[src/rtl/gpio_port_pkg.sv]
package gpio_port_pkg;
  localparam int unsigned ADDR_W = 2;

  typedef enum logic [ADDR_W-1:0] {
    SEL_LATCH = 2'd0,
    SEL_STAGE = 2'd1,
    SEL_PULL  = 2'd2,
    SEL_PIN   = 2'd3
  } reg_sel_e;

  // Data bit presented to the output stage.
  function automatic logic pin_data(input logic use_alt, input logic alt_bit,
                                    input logic latch_bit);
    return use_alt ? (alt_bit & latch_bit) : latch_bit;
  endfunction

  // Returns {oe, out} for one pin.
  function automatic logic [1:0] drive_stage(input logic push_pull,
                                             input logic data,
                                             input logic stop);
    if (stop)           return 2'b00;
    else if (push_pull) return {1'b1, data};
    else                return {~data, 1'b0};
  endfunction
endpackage

[src/rtl/gpio_port_regs.sv]
module gpio_port_regs
  import gpio_port_pkg::*;
#(
  parameter int unsigned WIDTH = 5
) (
  input  logic                clk,
  input  logic                rst_n,
  input  logic                wr,
  input  logic [ADDR_W-1:0]   addr,
  input  logic [WIDTH-1:0]    wdata,
  output logic [WIDTH-1:0]    latch_q,
  output logic [WIDTH-1:0]    stage_q,
  output logic [WIDTH-1:0]    pull_q
);
  logic wr_latch, wr_stage, wr_pull;

  assign wr_latch = wr && (addr == SEL_LATCH);
  assign wr_stage = wr && (addr == SEL_STAGE);
  assign wr_pull  = wr && (addr == SEL_PULL);

  always_ff @(posedge clk or negedge rst_n) begin
    if (!rst_n) begin
      latch_q <= '1;
      stage_q <= '0;
      pull_q  <= '0;
    end else begin
      if (wr_latch) latch_q <= wdata;
      if (wr_stage) stage_q <= wdata;
      if (wr_pull)  pull_q  <= wdata;
    end
  end

  assert_latch_write_R2: assert property (@(posedge clk) disable iff (!rst_n)
    wr_latch |=> latch_q == $past(wdata));
  assert_stage_write_R2: assert property (@(posedge clk) disable iff (!rst_n)
    wr_stage |=> stage_q == $past(wdata));
  assert_pin_write_ignored_R11: assert property (@(posedge clk) disable iff (!rst_n)
    (wr && addr == SEL_PIN) |=> ($stable(latch_q) && $stable(stage_q) && $stable(pull_q)));
endmodule

[src/rtl/gpio_port_drive.sv]
module gpio_port_drive
  import gpio_port_pkg::*;
#(
  parameter int unsigned WIDTH = 5
) (
  input  logic [WIDTH-1:0] latch_q,
  input  logic [WIDTH-1:0] stage_q,
  input  logic [WIDTH-1:0] alt_sel,
  input  logic [WIDTH-1:0] alt_out,
  input  logic             stop,
  output logic [WIDTH-1:0] data_bits,
  output logic [WIDTH-1:0] oe,
  output logic [WIDTH-1:0] out
);
  for (genvar i = 0; i < WIDTH; i++) begin : g_pin
    logic [1:0] st;
    assign data_bits[i] = pin_data(alt_sel[i], alt_out[i], latch_q[i]);
    assign st           = drive_stage(stage_q[i], data_bits[i], stop);
    assign oe[i]        = st[1];
    assign out[i]       = st[0];
  end
endmodule

[src/rtl/gpio_port_sync.sv]
module gpio_port_sync #(
  parameter int unsigned WIDTH  = 5,
  parameter int unsigned STAGES = 2
) (
  input  logic             clk,
  input  logic             rst_n,
  input  logic             hold,
  input  logic [WIDTH-1:0] d,
  output logic [WIDTH-1:0] q
);
  logic [WIDTH-1:0] chain [STAGES];

  always_ff @(posedge clk or negedge rst_n) begin
    if (!rst_n) begin
      for (int s = 0; s < STAGES; s++) chain[s] <= '1;
    end else if (!hold) begin
      chain[0] <= d;
      for (int s = 1; s < STAGES; s++) chain[s] <= chain[s-1];
    end
  end

  assign q = chain[STAGES-1];

  assert_hold_frozen_R10: assert property (@(posedge clk) disable iff (!rst_n)
    hold |=> $stable(q));
endmodule

[src/rtl/gpio_mux_port.sv]
module gpio_mux_port
  import gpio_port_pkg::*;
#(
  parameter int unsigned WIDTH = 5
) (
  input  logic             clk,
  input  logic             rst_n,
  input  logic             reg_wr,
  input  logic [1:0]       reg_addr,
  input  logic [WIDTH-1:0] reg_wdata,
  output logic [WIDTH-1:0] reg_rdata,
  input  logic [WIDTH-1:0] alt_sel,
  input  logic [WIDTH-1:0] alt_out,
  input  logic             stop_mode,
  input  logic [WIDTH-1:0] pad_in,
  output logic [WIDTH-1:0] pad_oe,
  output logic [WIDTH-1:0] pad_out,
  output logic [WIDTH-1:0] pad_pullup,
  output logic [WIDTH-1:0] sync_in
);
  logic [WIDTH-1:0] latch_q, stage_q, pull_q, data_bits;

  gpio_port_regs #(.WIDTH(WIDTH)) u_regs (
    .clk(clk), .rst_n(rst_n), .wr(reg_wr), .addr(reg_addr), .wdata(reg_wdata),
    .latch_q(latch_q), .stage_q(stage_q), .pull_q(pull_q)
  );

  gpio_port_drive #(.WIDTH(WIDTH)) u_drive (
    .latch_q(latch_q), .stage_q(stage_q), .alt_sel(alt_sel), .alt_out(alt_out),
    .stop(stop_mode), .data_bits(data_bits), .oe(pad_oe), .out(pad_out)
  );

  gpio_port_sync #(.WIDTH(WIDTH), .STAGES(2)) u_sync (
    .clk(clk), .rst_n(rst_n), .hold(stop_mode), .d(pad_in), .q(sync_in)
  );

  assign pad_pullup = pull_q;

  always_comb begin
    unique case (reg_sel_e'(reg_addr))
      SEL_LATCH: reg_rdata = latch_q;
      SEL_STAGE: reg_rdata = stage_q;
      SEL_PULL:  reg_rdata = pull_q;
      default:   reg_rdata = sync_in;
    endcase
  end

  assert_od_never_high_R3: assert property (@(posedge clk) disable iff (!rst_n)
    (pad_oe & ~stage_q & pad_out) == '0);
  assert_pp_always_on_R4: assert property (@(posedge clk) disable iff (!rst_n)
    !stop_mode |-> (pad_oe & stage_q) == stage_q);
  assert_stop_released_R9: assert property (@(posedge clk) disable iff (!rst_n)
    stop_mode |-> (pad_oe == '0 && pad_out == '0));
  assert_alt_gated_R8: assert property (@(posedge clk) disable iff (!rst_n)
    (pad_out & ~latch_q) == '0);
endmodule

[config.mk]
export PLATFORM = sky130hd
export DESIGN_NAME = gpio_mux_port
export DESIGN_NICKNAME = d
export VERILOG_FILES = /design/src/rtl/gpio_port_pkg.sv /design/src/rtl/gpio_port_regs.sv /design/src/rtl/gpio_port_drive.sv /design/src/rtl/gpio_port_sync.sv /design/src/rtl/gpio_mux_port.sv
export SDC_FILE = /design/constraint.sdc
export NUM_CORES = 1
export LEC_CHECK = 0
export BUFFER_PORTS_ARGS = -buffer_cell sky130_fd_sc_hd__buf_2
export CAP_MARGIN = 20
export CORE_AREA = 2 2 54 56
export CTS_CLUSTER_SIZE = 8
export DETAILED_ROUTE_END_ITERATION = 12
export DIE_AREA = 0 0 56 58
export PLACE_DENSITY = 0.85
export RECOVER_POWER = 25
export SETUP_SLACK_MARGIN = 0.02
export SLEW_MARGIN = 0
export SYNTH_ARGS = -nofsm -noshare
export SYNTH_HDL_FRONTEND = slang
export SYNTH_HIERARCHICAL = 1
export SYNTH_SLANG_ARGS = --single-unit
[constraint.sdc]
create_clock -name clk -period 1.82 [get_ports clk]
set_clock_uncertainty 0.05 [all_clocks]
set_input_delay 0 -clock clk [delete_from_list [all_inputs] [get_ports clk]]
set_output_delay 0 -clock clk [all_outputs]
set_load 0.02 [all_outputs]
==> report_table.html <==
<table>
<tr><th>Metric</th><th>Value</th></tr>
<tr><th colspan="2">Run status</th></tr>
<tr><td>Result of the run</td><td>complete, no violations</td></tr>
<tr><th colspan="2">Setup path</th></tr>
<tr><td>Worst setup SP type</td><td>flop</td></tr>
<tr><td>Crit Reg-Reg Startpoint</td><td>u_regs/stage_q[3]$_DFFE_PN0P_</td></tr>
<tr><td>Crit Path Category</td><td>reg2out</td></tr>
<tr><td>Max FO, Critical Path</td><td>4</td></tr>
<tr><td>Crit path from</td><td>u_regs/stage_q[3]$_DFFE_PN0P_</td></tr>
<tr><td>Arrival time worst endpoint</td><td>1.37 ns</td></tr>
<tr><td>Data required time at the worst endpoint</td><td>1.77 ns</td></tr>
<tr><td>Element type at the critical path end</td><td>output pin</td></tr>
<tr><th colspan="2">Layout</th></tr>
<tr><td>Proportion of layout cells with a drive suffix above 1</td><td>68.5%</td></tr>
<tr><td>Most used cells in the layout excluding fill and tap cells</td><td>buf_2, mux2_2, dfstp_2</td></tr>
<tr><td>NumNets Final</td><td>170</td></tr>
<tr><td>Number of antenna cells inserted</td><td>0</td></tr>
<tr><td>Area Growth Syn to Fin</td><td>26.9%</td></tr>
<tr><td>Layout Utilization</td><td>62.5%</td></tr>
<tr><td>Most common cell after layout, fill and taps aside</td><td>buf_2</td></tr>
<tr><td>Count of fill cells added during filler insertion</td><td>212</td></tr>
<tr><th colspan="2">Floorplanning</th></tr>
<tr><td>Core box area</td><td>2660 um2</td></tr>
<tr><td>Vertical extent of the die</td><td>58 um</td></tr>
<tr><td>Width of the chip</td><td>56 um</td></tr>
<tr><td>Starting utilization of the core area</td><td>49.3%</td></tr>
<tr><td>Site Rows</td><td>19</td></tr>
<tr><td>Die area</td><td>3250 um2</td></tr>
<tr><td>Total I/O pin count</td><td>51</td></tr>
<tr><th colspan="2">Placed design</th></tr>
<tr><td>Input/output buffers</td><td>50</td></tr>
<tr><td>Routability cong.</td><td>0.708</td></tr>
<tr><td>HPWL reported at the end of detailed placement</td><td>1980 um</td></tr>
<tr><th colspan="2">Timing</th></tr>
<tr><td>Final worst path period share</td><td>77.8%</td></tr>
<tr><td>Achievable clock frequency</td><td>706 MHz</td></tr>
<tr><td>Unrepaired setup endpoints after global routing</td><td>false</td></tr>
<tr><td>Endpoints failing setup</td><td>0</td></tr>
<tr><td>Final critical delay including setup and external delays</td><td>1.42 ns</td></tr>
<tr><td>Final count of hold timing violations</td><td>0</td></tr>
<tr><td>Max Transition Viols Final</td><td>0</td></tr>
<tr><td>Sum of negative setup slack</td><td>0 ns</td></tr>
<tr><td>Worst-margin pin slew</td><td>1.26 ns</td></tr>
<tr><td>Normalized max-slew margin</td><td>15.8%</td></tr>
<tr><th colspan="2">Clocking</th></tr>
<tr><td>CTS tree</td><td>built</td></tr>
<tr><td>Clock buffer depth</td><td>2</td></tr>
<tr><td>CTS resizes</td><td>0</td></tr>
<tr><td>Clock tree sinks</td><td>25</td></tr>
<tr><td>Source-to-sink clock delay at the later pin of the worst-skew pair</td><td>0.31 ns</td></tr>
<tr><td>Master cell of the clock root buffer</td><td>clkbuf_4</td></tr>
<tr><td>H-tree levels</td><td>1</td></tr>
<tr><td>CTS Buf Count</td><td>3</td></tr>
<tr><td>Clock-pin transition on the worst setup and hold timing paths</td><td>0.13 ns</td></tr>
<tr><th colspan="2">Global routing</th></tr>
<tr><td>Total routing resource utilization after global routing</td><td>17.2%</td></tr>
<tr><td>Overall overflow remaining after global route</td><td>0</td></tr>
<tr><td>Vias in the first global route</td><td>923</td></tr>
<tr><td>Maximum number of pins on one net before global-route repair</td><td>26</td></tr>
<tr><td>Number of antenna violations at the first check in global routing</td><td>0</td></tr>
<tr><td>First-pass GRT wire length</td><td>4300 um</td></tr>
<tr><th colspan="2">Synth</th></tr>
<tr><td>Net count after synthesis</td><td>112</td></tr>
<tr><td>Post-Syn Area</td><td>1310 um2</td></tr>
<tr><td>Synthesized area per cell</td><td>15.3 um2</td></tr>
<tr><td>Yosys warning count</td><td>6</td></tr>
<tr><td>Synth Instances</td><td>86</td></tr>
<tr><th colspan="2">Power</th></tr>
<tr><td>Worst IR drop on VDD</td><td>0.514 mV</td></tr>
<tr><td>Cell area power density</td><td>876 nW/um2</td></tr>
<tr><td>Leak Pwr</td><td>0.799 nW</td></tr>
<tr><td>Overall power after layout</td><td>1.46 mW</td></tr>
<tr><th colspan="2">Min path</th></tr>
<tr><td>Hold Path Origin</td><td>stop_mode</td></tr>
<tr><td>Hold/Removal Path Class</td><td>in2reg</td></tr>
<tr><th colspan="2">Flow run</th></tr>
<tr><td>Max cap viols</td><td>0</td></tr>
<tr><th colspan="2">Drt</th></tr>
<tr><td>DRC Markers</td><td>0</td></tr>
<tr><td>Total iterations of the first detailed-routing run</td><td>4</td></tr>
<tr><td>Vias</td><td>925</td></tr>
<tr><td>Total wire length</td><td>2630 um</td></tr>
<tr><td>Drt initial violations</td><td>23</td></tr>
<tr><td>Average detailed-routed wire length per instance</td><td>15.1 um</td></tr>
<tr><td>Final ANT Viol Nets</td><td>0</td></tr>
<tr><td>Via/cell ratio</td><td>5.32</td></tr>
</table>
-- worst max-delay path, stage by stage, from the launching register on --
cell     delay (ns)
dfrtp_1        0.43
mux4_2         0.46
buf_2          0.17
-- cell type report --
class,count,area (um2),area share (%)
flip-flops and latches,25,644,38.7
multi-input cells,48,578,34.7
repair buffers,61,359,21.6
well taps,31,38.8,2.33
clock buffers,4,26.3,1.58
inverters,5,18.8,1.13
-- per-layer routing --
metal  share of wire (%)  global-route usage [%]
met1                  41                    20.6
met2                  49                    29.9
met3                 8.3                    4.02
met4                 1.7                    7.48
met5                   0                       0
-- worst paths after layout --
kind | end | slack, ns | depth (start not counted)
setup / recovery | reg_rdata[3] | 0.40 | 2
hold / removal | u_sync/chain[6]$_DFFE_PN1N_ | 0.17 | 2
setup reg to reg | u_regs/stage_q[3]$_DFFE_PN0P_ | 0.97 | 1
hold reg to reg | u_regs/pull_q[2]$_DFFE_PN0P_ | 0.50 | 1
max in group asynchronous | u_regs/pull_q[4]$_DFFE_PN0P_ | 0.54 | 2
min in group asynchronous | u_regs/stage_q[4]$_DFFE_PN0P_ | 0.44 | 2
-- state kept, by name, indices dropped and copies added, names as in the netlist --
name,count
u_sync/q,5
u_sync/chain,5
u_regs/pull_q,5
u_regs/stage_q,5
u_regs/latch_q,5
-- what timing repair did --
item,in CTS,in global routing
hold buffers,11,0
setup buffers,0,0
endpoints found under the hold margin,45,0
-- report_power, final --
group,total (mW),switching [mW],internal (mW)
Clock,0.237,0.151,0.0855
Combinational,0.465,0.228,0.237
Sequential,0.757,0.0734,0.684
-- metrics by stage --
stage / setup slack, ns / cell area [um2] / instances / hold WS (ns)
4_1_cts: 0.399 / 1670 / 174 / 0.155
2_1_floorplan: 0.740 / 1310 / 86 / -0.346
3_5_place_dp: 0.660 / 1530 / 159 / -0.0444
6_report: 0.404 / 1670 / 174 / 0.174
3_3_place_gp: 0.684 / 1530 / 159 / -0.0477
5_1_grt: 0.288 / 1670 / 174 / 0.155
Note: power is estimated with default switching activity, not from simulation.
